$ cat src/rtl/fst_pkg.sv
package fst_pkg;

  typedef enum logic [2:0] {
    ST_IDLE      = 3'd0,
    ST_NCQ_REG   = 3'd1,
    ST_NCQ_SETUP = 3'd2,
    ST_RD_DATA   = 3'd3,
    ST_WR_ACT    = 3'd4,
    ST_FIN_REG   = 3'd5,
    ST_FIN_SDB   = 3'd6
  } ctx_state_t;

  typedef enum logic [1:0] {
    K_NCQ_RD = 2'd0,
    K_NCQ_WR = 2'd1,
    K_NQ_RD  = 2'd2,
    K_NQ_WR  = 2'd3
  } cmd_kind_t;

  typedef struct packed {
    ctx_state_t state;
    cmd_kind_t  kind;
  } ctx_t;

  localparam logic [7:0] FT_REG   = 8'h34;
  localparam logic [7:0] FT_ACT   = 8'h39;
  localparam logic [7:0] FT_SETUP = 8'h41;
  localparam logic [7:0] FT_DATA  = 8'h46;
  localparam logic [7:0] FT_SDB   = 8'hA1;

  localparam ctx_t CTX_IDLE = '{state: ST_IDLE, kind: K_NCQ_RD};

endpackage

$ cat src/rtl/fst_ctx_store.sv
module fst_ctx_store
  import fst_pkg::*;
#(
  parameter int NUM_TGT = 16,
  parameter int CNT_W   = 24,
  localparam int IDX_W  = (NUM_TGT > 1) ? $clog2(NUM_TGT) : 1
) (
  input  logic             clk,
  input  logic             rst_n,
  input  logic [IDX_W-1:0] ra_idx,
  output ctx_t             ra_ctx,
  output logic [CNT_W-1:0] ra_cnt,
  input  logic [IDX_W-1:0] rb_idx,
  output ctx_t             rb_ctx,
  input  logic             wa_en,
  input  logic [IDX_W-1:0] wa_idx,
  input  ctx_t             wa_ctx,
  input  logic [CNT_W-1:0] wa_cnt,
  input  logic             wb_en,
  input  logic [IDX_W-1:0] wb_idx,
  input  ctx_t             wb_ctx,
  input  logic [CNT_W-1:0] wb_cnt
);

  ctx_t             ctx_q [NUM_TGT];
  logic [CNT_W-1:0] cnt_q [NUM_TGT];
  ctx_t             ctx_d [NUM_TGT];
  logic [CNT_W-1:0] cnt_d [NUM_TGT];
  logic             en    [NUM_TGT];

  // Port A (frame update) wins over port B (start); the top never aims both
  // at one target in the same cycle.
  always_comb begin
    for (int i = 0; i < NUM_TGT; i++) begin
      ctx_d[i] = ctx_q[i];
      cnt_d[i] = cnt_q[i];
      en[i]    = 1'b0;
      if (wa_en && (wa_idx == IDX_W'(i))) begin
        ctx_d[i] = wa_ctx;
        cnt_d[i] = wa_cnt;
        en[i]    = 1'b1;
      end else if (wb_en && (wb_idx == IDX_W'(i))) begin
        ctx_d[i] = wb_ctx;
        cnt_d[i] = wb_cnt;
        en[i]    = 1'b1;
      end
    end
  end

  always_ff @(posedge clk or negedge rst_n) begin
    if (!rst_n) begin
      for (int i = 0; i < NUM_TGT; i++) begin
        ctx_q[i] <= CTX_IDLE;
        cnt_q[i] <= '0;
      end
    end else begin
      for (int i = 0; i < NUM_TGT; i++) begin
        if (en[i]) begin
          ctx_q[i] <= ctx_d[i];
          cnt_q[i] <= cnt_d[i];
        end
      end
    end
  end

  assign ra_ctx = ctx_q[ra_idx];
  assign ra_cnt = cnt_q[ra_idx];
  assign rb_ctx = ctx_q[rb_idx];

endmodule

$ cat src/rtl/fst_tag_table.sv
module fst_tag_table #(
  parameter int NUM_TAG = 32,
  parameter int CNT_W   = 24,
  localparam int TAG_W  = (NUM_TAG > 1) ? $clog2(NUM_TAG) : 1
) (
  input  logic             clk,
  input  logic             rst_n,
  input  logic             wr_en,
  input  logic [TAG_W-1:0] wr_tag,
  input  logic [CNT_W-1:0] wr_cnt,
  input  logic [TAG_W-1:0] rd_tag,
  output logic [CNT_W-1:0] rd_cnt
);

  logic [CNT_W-1:0] cnt_q [NUM_TAG];

  always_ff @(posedge clk or negedge rst_n) begin
    if (!rst_n) begin
      for (int i = 0; i < NUM_TAG; i++) cnt_q[i] <= '0;
    end else begin
      for (int i = 0; i < NUM_TAG; i++) begin
        if (wr_en && (wr_tag == TAG_W'(i))) cnt_q[i] <= wr_cnt;
      end
    end
  end

  assign rd_cnt = cnt_q[rd_tag];

endmodule

$ cat src/rtl/fst_seq_engine.sv
module fst_seq_engine
  import fst_pkg::*;
#(
  parameter int CNT_W    = 24,
  parameter int LEN_W    = 14,
  parameter int MAX_XFER = 8192
) (
  input  ctx_t             cur_ctx,
  input  logic [CNT_W-1:0] cur_cnt,
  input  logic [7:0]       ftype,
  input  logic [LEN_W-1:0] flen,
  input  logic             fintr,
  input  logic [CNT_W-1:0] tag_cnt,
  output ctx_t             nxt_ctx,
  output logic [CNT_W-1:0] nxt_cnt,
  output logic             o_acc,
  output logic             o_rxd,
  output logic             o_txd,
  output logic             o_done,
  output logic             o_err,
  output logic [LEN_W-1:0] o_len
);

  localparam logic [CNT_W-1:0] MAX_C = CNT_W'(MAX_XFER);

  logic [CNT_W-1:0] flen_w;
  logic [CNT_W-1:0] chunk;
  logic [CNT_W-1:0] rem_rd;
  logic [CNT_W-1:0] rem_wr;
  logic             nonq;
  ctx_state_t       fin_st;
  logic             ok;

  always_comb begin
    flen_w = CNT_W'(flen);
    chunk  = (cur_cnt > MAX_C) ? MAX_C : cur_cnt;
    rem_rd = cur_cnt - flen_w;
    rem_wr = cur_cnt - chunk;
    nonq   = (cur_ctx.kind == K_NQ_RD) || (cur_ctx.kind == K_NQ_WR);
    fin_st = nonq ? ST_FIN_REG : ST_FIN_SDB;
  end

  always_comb begin
    nxt_ctx = cur_ctx;
    nxt_cnt = cur_cnt;
    ok      = 1'b0;
    o_rxd   = 1'b0;
    o_txd   = 1'b0;
    o_done  = 1'b0;
    o_len   = '0;
    unique case (cur_ctx.state)
      ST_NCQ_REG: begin
        if ((ftype == FT_REG) && !fintr) begin
          ok            = 1'b1;
          nxt_ctx.state = ST_NCQ_SETUP;
        end
      end
      ST_NCQ_SETUP: begin
        if (ftype == FT_SETUP) begin
          ok            = 1'b1;
          nxt_cnt       = tag_cnt;
          nxt_ctx.state = (cur_ctx.kind == K_NCQ_WR) ? ST_WR_ACT : ST_RD_DATA;
        end
      end
      ST_RD_DATA: begin
        if ((ftype == FT_DATA) && (flen_w != '0) && (flen_w <= MAX_C) &&
            (flen_w <= cur_cnt)) begin
          ok            = 1'b1;
          o_rxd         = 1'b1;
          o_len         = flen;
          nxt_cnt       = rem_rd;
          nxt_ctx.state = (rem_rd == '0) ? fin_st : ST_RD_DATA;
        end
      end
      ST_WR_ACT: begin
        if (ftype == FT_ACT) begin
          ok            = 1'b1;
          o_txd         = 1'b1;
          o_len         = LEN_W'(chunk);
          nxt_cnt       = rem_wr;
          nxt_ctx.state = (rem_wr == '0) ? fin_st : ST_WR_ACT;
        end
      end
      ST_FIN_REG: begin
        if (ftype == FT_REG) begin
          ok            = 1'b1;
          o_done        = 1'b1;
          nxt_ctx.state = ST_IDLE;
        end
      end
      ST_FIN_SDB: begin
        if (ftype == FT_SDB) begin
          ok            = 1'b1;
          o_done        = 1'b1;
          nxt_ctx.state = ST_IDLE;
        end
      end
      default: ok = 1'b0;
    endcase
    if (!ok) begin
      nxt_ctx = CTX_IDLE;
      nxt_cnt = '0;
    end
    o_acc = ok;
    o_err = !ok;
  end

endmodule

$ cat src/rtl/fst_tracker.sv
module fst_tracker
  import fst_pkg::*;
#(
  parameter int NUM_TGT  = 16,
  parameter int NUM_TAG  = 32,
  parameter int CNT_W    = 24,
  parameter int MAX_XFER = 8192,
  localparam int TGT_W   = (NUM_TGT > 1) ? $clog2(NUM_TGT) : 1,
  localparam int TAG_W   = (NUM_TAG > 1) ? $clog2(NUM_TAG) : 1,
  localparam int LEN_W   = $clog2(MAX_XFER + 1)
) (
  input  logic             clk,
  input  logic             rst_n,
  input  logic             frm_valid,
  input  logic [7:0]       frm_type,
  input  logic [TGT_W-1:0] frm_tgt,
  input  logic [LEN_W-1:0] frm_len,
  input  logic             frm_intr,
  input  logic [TAG_W-1:0] frm_tag,
  input  logic             cmd_start,
  input  logic [TGT_W-1:0] cmd_tgt,
  input  logic [1:0]       cmd_kind,
  input  logic [TAG_W-1:0] cmd_tag,
  input  logic [CNT_W-1:0] cmd_bytes,
  output logic             act_accept,
  output logic             act_rx_data,
  output logic             act_tx_data,
  output logic             act_done,
  output logic             act_error,
  output logic [TGT_W-1:0] act_tgt,
  output logic [LEN_W-1:0] act_len
);

  ctx_t             cur_ctx;
  logic [CNT_W-1:0] cur_cnt;
  ctx_t             st_cur_ctx;
  ctx_t             nxt_ctx;
  logic [CNT_W-1:0] nxt_cnt;
  logic [CNT_W-1:0] tag_cnt;
  logic             e_acc, e_rxd, e_txd, e_done, e_err;
  logic [LEN_W-1:0] e_len;

  cmd_kind_t        st_kind;
  logic             st_nonq;
  logic             start_ok;
  ctx_t             st_ctx;
  logic [CNT_W-1:0] st_cnt;

  fst_ctx_store #(
    .NUM_TGT (NUM_TGT),
    .CNT_W   (CNT_W)
  ) u_store (
    .clk    (clk),
    .rst_n  (rst_n),
    .ra_idx (frm_tgt),
    .ra_ctx (cur_ctx),
    .ra_cnt (cur_cnt),
    .rb_idx (cmd_tgt),
    .rb_ctx (st_cur_ctx),
    .wa_en  (frm_valid),
    .wa_idx (frm_tgt),
    .wa_ctx (nxt_ctx),
    .wa_cnt (nxt_cnt),
    .wb_en  (start_ok),
    .wb_idx (cmd_tgt),
    .wb_ctx (st_ctx),
    .wb_cnt (st_cnt)
  );

  fst_tag_table #(
    .NUM_TAG (NUM_TAG),
    .CNT_W   (CNT_W)
  ) u_tags (
    .clk    (clk),
    .rst_n  (rst_n),
    .wr_en  (start_ok && !st_nonq),
    .wr_tag (cmd_tag),
    .wr_cnt (cmd_bytes),
    .rd_tag (frm_tag),
    .rd_cnt (tag_cnt)
  );

  fst_seq_engine #(
    .CNT_W    (CNT_W),
    .LEN_W    (LEN_W),
    .MAX_XFER (MAX_XFER)
  ) u_engine (
    .cur_ctx (cur_ctx),
    .cur_cnt (cur_cnt),
    .ftype   (frm_type),
    .flen    (frm_len),
    .fintr   (frm_intr),
    .tag_cnt (tag_cnt),
    .nxt_ctx (nxt_ctx),
    .nxt_cnt (nxt_cnt),
    .o_acc   (e_acc),
    .o_rxd   (e_rxd),
    .o_txd   (e_txd),
    .o_done  (e_done),
    .o_err   (e_err),
    .o_len   (e_len)
  );

  // Command start: accepted only on an idle target not hit by a frame now.
  always_comb begin
    st_kind  = cmd_kind_t'(cmd_kind);
    st_nonq  = (st_kind == K_NQ_RD) || (st_kind == K_NQ_WR);
    start_ok = cmd_start && (st_cur_ctx.state == ST_IDLE) &&
               !(frm_valid && (frm_tgt == cmd_tgt));
    st_ctx.kind = st_kind;
    if (!st_nonq)               st_ctx.state = ST_NCQ_REG;
    else if (st_kind == K_NQ_WR) st_ctx.state = ST_WR_ACT;
    else                        st_ctx.state = ST_RD_DATA;
    st_cnt = st_nonq ? cmd_bytes : '0;
  end

  logic             acc_d, rxd_d, txd_d, done_d, err_d;

  always_comb begin
    acc_d  = frm_valid && e_acc;
    rxd_d  = frm_valid && e_rxd;
    txd_d  = frm_valid && e_txd;
    done_d = frm_valid && e_done;
    err_d  = frm_valid && e_err;
  end

  always_ff @(posedge clk or negedge rst_n) begin
    if (!rst_n) begin
      act_accept  <= 1'b0;
      act_rx_data <= 1'b0;
      act_tx_data <= 1'b0;
      act_done    <= 1'b0;
      act_error   <= 1'b0;
      act_tgt     <= '0;
      act_len     <= '0;
    end else begin
      act_accept  <= acc_d;
      act_rx_data <= rxd_d;
      act_tx_data <= txd_d;
      act_done    <= done_d;
      act_error   <= err_d;
      if (frm_valid) begin
        act_tgt <= frm_tgt;
        act_len <= e_len;
      end
    end
  end

endmodule

$ cat config.mk
export PLATFORM = sky130hd
export DESIGN_NAME = fst_tracker
export DESIGN_NICKNAME = d
export VERILOG_FILES = /design/src/rtl/fst_pkg.sv /design/src/rtl/fst_ctx_store.sv /design/src/rtl/fst_tag_table.sv /design/src/rtl/fst_seq_engine.sv /design/src/rtl/fst_tracker.sv
export SDC_FILE = /design/constraint.sdc
export NUM_CORES = 2
export LEC_CHECK = 0
export ABC_AREA = 1
export CORE_ASPECT_RATIO = 0.6
export CORE_MARGIN = 2
export CORE_UTILIZATION = 35
export CTS_BUF_LIST = sky130_fd_sc_hd__clkbuf_4
export DETAILED_ROUTE_END_ITERATION = 10
export GPL_TIMING_DRIVEN = 1
export SLEW_MARGIN = 30
export SYNTH_ARGS = -nofsm -noshare
export SYNTH_HDL_FRONTEND = slang
export SYNTH_SLANG_ARGS = --single-unit
$ cat constraint.sdc
create_clock -name clk -period 3.7 [get_ports clk]
set_input_delay 0.925 -clock clk [delete_from_list [all_inputs] [get_ports clk]]
set_output_delay 0.925 -clock clk [all_outputs]
set_load 0.01 [all_outputs]
* Yosys cells after proc, flatten, opt, wreduce, memory -nomap -nowiden
Cells that the tools add are included.
** Operators by class
- Add/sub/neg operators :: 2
- Multiply operators :: 0
- Divide/modulo/power cells :: 0
- $lt $le $gt $ge :: 6
- Equal/unequal tests :: 78
- Shift-type cells :: 0
- Mux-type cells :: 142
- Bitwise operators :: 3
- Reduce and logical (&&, ||, !) cells :: 122
** Operator list (count)
- 24-bit 2-to-1 mux :: 42
- 5-bit 2-to-1 mux :: 37
- 24-bit binary-select mux with 5-bit select :: 1
- 24-bit binary-select mux with 4-bit select :: 1
- 5-bit == test, second input constant :: 16
- 1-bit logical AND :: 77
- 24-bit case mux with 3 select lines :: 1
- 4-bit == test, second input constant :: 16
- 24-bit zero test :: 2
- 5-bit binary-select mux with 4-bit select :: 2
- 5-bit by 4-bit == test with 1-bit output, second input constant :: 8
- 1-bit 2-to-1 mux :: 40
- 3-bit 2-to-1 mux :: 11
- 4-bit by 3-bit == test with 1-bit output, second input constant :: 8
- 2-bit AND reduction :: 16
- 2-bit nonzero test :: 16
- 14-bit 2-to-1 mux :: 2
- 14-bit case mux with 2 select lines :: 1
- 24-bit by 14-bit > comparator with 1-bit output, second input constant :: 1
- 14-bit by 24-bit <= comparator with 1-bit output :: 1
- 24-bit nonzero test :: 1
- 24-bit by 14-bit subtractor with 24-bit output :: 1
- 24-bit subtractor :: 1
- 5-bit by 3-bit == test with 1-bit output, second input constant :: 4
- other kinds (27) :: 47
** Word-level totals
- Flip-flop bits (word level) :: 1255
- Latch bits :: 0
- Bits in writable memories :: 0
- ROM bits :: 0
- Input port bits :: 71
- Output and inout bits :: 23
- Word-level logic and storage cells :: 440
- Memories :: 0

* Longest topological paths before layout
- Depth after elaboration :: 13
- Depth in mapped cells :: 36

* By module
A second synthesis with hierarchy kept.
** Second synthesis, totals
- Cell total of the unflattened synthesis :: 9726
- Area total of the unflattened synthesis :: 68378.1 um^2
** Modules (own cells, without submodules)
- fst_tag_table :: times used 1, cells an instance 4449, area each 34947.3 um^2, sequential area each 19218.4 um^2
- fst_ctx_store :: times used 1, cells an instance 4316, area each 28133.2 um^2, sequential area each 11611.1 um^2
- fst_seq_engine :: times used 1, cells an instance 828, area each 4090.2 um^2, sequential area each 0.0 um^2
- fst_tracker :: times used 1, cells an instance 133, area each 1207.4 um^2, sequential area each 575.6 um^2

* Least setup slack after synthesis
Ideal clock, no wire load.
- Path kind :: input to register
- Start point :: input port frm_tgt[0]
- End point :: register u_store.ctx_q[58] (netlist bit)
- Setup time :: 0.117 ns
- Arrival time :: 4.779 ns
- Slack :: -1.196 ns
- Stages on the path :: 31
- Buffers on the path :: 4
- Cell sequence :: buf_6 -> buf_4 -> buf_2 -> nand2_1 -> nand2_1 -> nand2_1 -> nand3_1 -> nand2_1 -> nand2_1 -> nor2_1 -> inv_1 -> ha_1 -> nand2_1 -> o21ai_0 -> a21oi_1 -> o21ai_0 -> nand2_1 -> nand2_1 -> nand2_1 -> o21ai_1 -> xor2_1 -> or2_2 -> nor3_2 -> nand4_1 -> a21oi_1 -> nand2_1 -> nand2_2 -> buf_6 -> nand2_1 -> nand2_1 -> nand2_1
** On the way
- Word-level cells in the longest chain between the ends :: 13
- Elaborated cells between the ends (all ways) :: 51
- Classes of those cells :: 2 x add/sub; 2 x order compare; 11 x eq/ne; 24 x mux; 1 x bitwise; 11 x reduce/logical
** Ends and longest elaborated chain
- start, declared :: line fst_tracker.sv:16 : input logic [TGT_W-1:0] frm_tgt,
- 4-bit NOT with 5-bit output (implied by the code) :: line fst_ctx_store.sv:66, fst_ctx_store.sv:67
- 24-bit binary-select mux with 4-bit select :: line fst_ctx_store.sv:67 : assign ra_cnt = cnt_q[ra_idx];
- 24-bit 2-to-1 mux (implied by the code) (2 in series) :: line fst_ctx_store.sv:67
- 24-bit by 14-bit > comparator with 1-bit output :: line fst_seq_engine.sv:36 : chunk = (cur_cnt > MAX_C) ? MAX_C : cur_cnt;
- 24-bit 2-to-1 mux :: line fst_seq_engine.sv:36
- 24-bit subtractor :: line fst_seq_engine.sv:38 : rem_wr = cur_cnt - chunk;
- 24-bit zero test :: line fst_seq_engine.sv:81 : nxt_ctx.state = (rem_wr == '0) ? fin_st : ST_WR_ACT;
- 3-bit 2-to-1 mux :: line fst_seq_engine.sv:81
- 3-bit 2-to-1 mux :: line fst_seq_engine.sv:76 : if (ftype == FT_ACT) begin
- 3-bit case mux with 6 select lines :: line fst_seq_engine.sv:51 : unique case (cur_ctx.state)
- 5-bit 2-to-1 mux :: line fst_seq_engine.sv:100 : if (!ok) begin
- 5-bit 2-to-1 mux :: line fst_ctx_store.sv:38 : if (wa_en && (wa_idx == IDX_W'(i))) begin
- end signal, assigned by index :: line fst_ctx_store.sv:59 : ctx_q[i] <= ctx_d[i];
- end, declared :: line fst_ctx_store.sv:25 : ctx_t ctx_q [NUM_TGT];
Parallel ways exist; a longest one is shown, timed or not. The select of a mux whose other input is x is not followed.
A chain may end at the register's enable or synchronous reset.

* Worst setup path after layout
- Start point :: register u_store.cnt_q[364] (netlist bit)
- End point :: register u_store.ctx_q[68] (netlist bit)
** On the way
- Word-level cells in the longest chain between the ends :: 12
- Elaborated cells between the ends (all ways) :: 20
- Classes of those cells :: 2 x add/sub; 2 x order compare; 13 x mux; 3 x reduce/logical
** Ends and longest elaborated chain
- start, declared :: line fst_ctx_store.sv:26 : logic [CNT_W-1:0] cnt_q [NUM_TGT];
- start signal, assigned by index :: line fst_ctx_store.sv:60 : cnt_q[i] <= cnt_d[i];
- 24-bit binary-select mux with 4-bit select (*) :: line fst_ctx_store.sv:67
- 24-bit 2-to-1 mux (implied by the code) (*) (2 in series) :: line fst_ctx_store.sv:67
- 24-bit by 14-bit > comparator with 1-bit output :: line fst_seq_engine.sv:36
- 24-bit 2-to-1 mux :: line fst_seq_engine.sv:36
- 24-bit subtractor :: line fst_seq_engine.sv:38
- 24-bit zero test :: line fst_seq_engine.sv:81
- 3-bit 2-to-1 mux :: line fst_seq_engine.sv:81
- 3-bit 2-to-1 mux :: line fst_seq_engine.sv:76
- 3-bit case mux with 6 select lines :: line fst_seq_engine.sv:51
- 5-bit 2-to-1 mux (*) :: line fst_seq_engine.sv:100
- 5-bit 2-to-1 mux (*) :: line fst_ctx_store.sv:38
Every way passes the cells marked *; elsewhere a longest branch is shown, timed or not. The select of a mux whose other input is x is not followed.

==> impl_summary.md <==
Status
The run finished, with violations left. The final reports fail on setup timing.

Die
94 I/O pins were placed. The initial core utilization is between 30% and 40%. The y dimension of the die is ~330 um.

The area enclosed by the die boundary is between 150000 and 200000 um^2. The horizontal die dimension is 548.0 um. The area of the placeable core is around 180000 um^2. The number of cell rows is about 120.

Logic synthesis
Synthesis produced a netlist with a net count of a little under 8000. The portion of synthesized area spent on multiplexers is 0%. Counting distinct cell types in the post-synthesis netlist gives just under 60. Summing every instance area after synthesis gives between 60000 and 70000 um^2.

After synthesis, the share of flip-flops with an asynchronous set or reset is between 90% and 100%. Counting flops with a built-in enable in the synthesized netlist gives 0. The warning count from the yosys run is 0. nand2_1 is the most common cell in the netlist. The cell taking the most area after synthesis is dfrtp_1. The register bit count reported by yosys is around 1300. The top flip-flop cell by instance count after synthesis is dfrtp_1. The adder-cell share of the synthesized area is 0.3343%.

Of the total synthesized cell area, the portion taken by XOR and XNOR cells is less than 1%. Synthesis handed over a netlist of 7709 instances. Each instance of the synthesized netlist takes up on average a little over 8 um^2. Summing the sequential cell areas from Yosys gives just over 50% of the chip area. After synthesis, the cell types taking the most area are dfrtp_1 (51%), nand2_1 (13%), o21ai_0 (11%), o221ai_1 (5.9%), nor2_1 (3.6%). Counting instances in the post-synthesis netlist gives the leading cell types as nand2_1 (2222), o21ai_0 (1369), dfrtp_1 (1255). The dominant combinational cell family by area after synthesis is compound AO/OA/AOI/OAI gates. The compound-gate portion of the synthesized area is 22.74%.

After Yosys synthesis, and, or, nand and nor cells account for 19.66% of the synthesized area. The synthesized design devotes to its leading area cell type 50.54% of total area.

Setup path
The startpoint identified for the worst register-to-register timing path is u_store.cnt_q[364]. The cell that appears most often on the critical path is nand2_1. The slowest cell on the critical path is dfrtp_1. The required time at the endpoint of the critical path is ~4.7 ns.

The critical path is of the flip-flop to flip-flop type. STA classifies the critical path startpoint as a flip-flop. The worst register-to-register path has a depth of 31. The maximum fanout along the worst path is 7. In this run the critical register-to-register path is captured at u_store.ctx_q[68]. At the worst endpoint, the arrival time is 5.48 ns.

The worst setup path is captured at a flip-flop. The flop-to-flop setup slack is -0.75 ns. The maximum cell stage delay along the critical path is about 0.37 ns.

Placed design
The final weighted congestion in routability-driven placement is approximately 1.0. Buffers placed on the I/O ports in this run total 93. The number of placed instances, taps included, is 10607.

The wire-length estimate of the detail-placed layout is around 220000 um.

Global route
The initial antenna violation count was 20. The first-pass GRT wire length is 443600 um. The number of global-route vias before repair is 61653. Global routing finished with a remaining overflow of 0. Global routing consumed, over all layers together, approximately a third of the routing resources. The pin count of the biggest net entering global routing is 139.

STA
The smallest hold slack is 0.2890 ns. The final critical path takes up 120.4% of the cycle. The number of endpoints with negative hold slack in the final report is 0. Timing would allow up to roughly 220 MHz. After layout, the worst setup slack is -0.7536 ns. Setup repair after global routing could not meet its margin everywhere.

The transition time at the pin with the least slew margin is 0.9409 ns. Clock skew on the completed layout was measured at roughly 0.14 ns. The worst slew margin relative to its limit is 37.12%.

The time the final worst path needs with I/O delays and setup is ~4.5 ns. The max-slew violation count is 0. Setup violations remaining at the end of the flow were counted as 480.

Min path
The type of the tightest min-delay check is input pin to asynchronous set/reset pin.

CTS
The H-tree was split into 5 levels. The CTS tree is yes. The insertion delay of the later-clocked pin in the worst-skew pair is approximately 1.3 ns.

The clock transition at the registers of the reported paths is 0.07 ns. Counting along the longest clock path gives a buffer depth of 4. The clock drives ~1300 sinks.

The number of clock buffers added by TritonCTS is approximately 320. The library cell used as clock root buffer is clkbuf_4.

Detailed routing
After detailed routing, the average wire length per cell comes to roughly 28 um. The number of detailed-routing iterations run before antenna repair is 6. The final routed wirelength across all metal layers is ~310000 um. The first routing iteration left around 10000 violations. The via count is between 60000 and 70000.

Using the TritonRoute via totals, the vias-per-cell ratio works out to slightly below 6. After detailed routing, the number of remaining DRC violations is 0. The post-route antenna net violation count is 0.

Finish
The net total in the final layout is between 8000 and 9000. In the final layout, the share of cells above drive strength 1 is a little under a quarter. The finished layout holds about 11000 standard cells, fillers aside. The area growth from synthesis to layout is 31.25%. The utilization after layout is between 40% and 50%.

The filler cells instantiated in the layout total ~17000.

Power
The leakage power figure is ~38 nW. The proportion of power drawn by flip-flops and latches is roughly 44%. The maximum ir drop on the vdd rail is between 0.3 and 0.4 mV. The reported net switching power is 12.13 mW. Of the total power, the share spent switching nets is between 30% and 40%. Combinational logic burns between 20% and 30% of the power. The internal portion of the total power is approximately 25 mW. The total power density per cell area is between 400 and 500 nW/um^2. Per report_power, the clock group accounts for about a third of the total.

Flow run
The tool flagged a number of max-cap violations equal to 0.
[state kept, by name (all words and copies together) (netlist names)]
| register | count |
|---|---|
| u_tags.cnt_q | 768 |
| act_rx_data | 1 |
| u_store.cnt_q | 384 |
| act_done | 1 |
| u_store.ctx_q | 80 |
| act_len | 14 |
| act_accept | 1 |
| act_tgt | 4 |
| act_error | 1 |
| act_tx_data | 1 |
[logic make-up (layout without fill, tap and decap cells)]
logic type / after synthesis / after routing
AOI/OAI and AO/OA: 2325 / 2325
other: 1 / 16
adders and majority gates: 16 / 16
buffers and inverters: 988 / 2100
xor gates and xnor gates: 23 / 23
and+or+nand+nor: 3101 / 3101
DFF: 1255 / 1255
[cell type report]
type                    count  area [um^2]  share of cell area [%]
flip-flops and latches   1255        31410                   38.51
multi-input cells        5466        28900                   35.43
repair buffers           1254        13100                   16.07
clock buffers             459         3446                   4.225
well taps                2359         2952                   3.619
inverters                 336         1340                   1.643
clock inverters            51        377.9                  0.4633
diodes                     15        37.54                 0.04602
[repair_timing]
action,CTS,global route
gates resized for setup,151,100
hold buffers,1,0
endpoints found under the setup margin,480,483
endpoints found under the hold margin,284,0
buffers inserted,47,14
pin swaps,58,25
gates cloned,6,1
[metal layers]
layer	share of wire (%)	vias to the layer above	global-route usage [%]	wire length, um
met1	46	32466	51.60	140900
li1	-	28314	-	-
met3	16	530	15.23	49720
met4	2.4	8	8.234	7382
met2	36	4587	40.73	110600
met5	0.049	-	0	152
[metrics by stage]
stage / setup TNS (ns) / setup slack [ns] / area, um^2 / total power, mW
after global placement: -1286.76 / -2.147 / 75840 / 24.13
after global routing: -299.95 / -0.9086 / 81540 / 38.53
after floorplan: -265.51 / -0.8431 / 63530 / 20.17
after detailed placement: -1281.27 / -2.205 / 75840 / 24.24
after CTS: -183.91 / -0.6550 / 80960 / 36.61
final: -235.12 / -0.7536 / 81560 / 36.92
[critical path, delay by kind of cell, from the launching register on]
kind | cells | cell delay (ns)
compound gates | 4 | 0.53
xor+xnor | 1 | 0.15
fa+ha+maj | 1 | 0.34
buf+inv | 6 | 0.81
simple gates | 19 | 2.02
flops | 1 | 0.37
[cells in the final DEF, fill, tap and decap left out, types with 72 or more instances in the layout]
cell type,n
clkdlybuf4s50_1,83
clkbuf_4,459
o221ai_1,261
nor2_1,579
o21ai_0,1335
nand3_1,143
o22ai_1,152
nand2_1,2135
nand2_2,78
inv_1,284
a21oi_1,83
buf_4,880
buf_12,249
o221ai_2,160
dfrtp_1,1255
o211ai_1,72
[worst max path at each step]
stage,start,endpoint,slack [ns],cells after the start
detailed placement,frm_tgt[3],u_store.ctx_q[27],-2.20,29
CTS,u_store.cnt_q[220],u_store.ctx_q[62],-0.66,29
global route,u_store.cnt_q[220],u_store.ctx_q[68],-0.91,29
floorplan,frm_tgt[0],u_store.ctx_q[58],-0.84,34
global placement,frm_tgt[3],u_store.ctx_q[43],-2.15,29
finish,u_store.cnt_q[364],u_store.ctx_q[68],-0.75,31
[power by group through the flow]
stage	logic (mW)	clock network [mW]	registers [mW]
floorplan	4.01	0	16.2
global placement	7.74	0	16.4
detailed placement	7.82	0	16.4
CTS	8.09	12.3	16.2
global route	9.09	13.1	16.4
finish	8.46	12.2	16.2
Note: power is estimated with default switching activity, not from simulation.
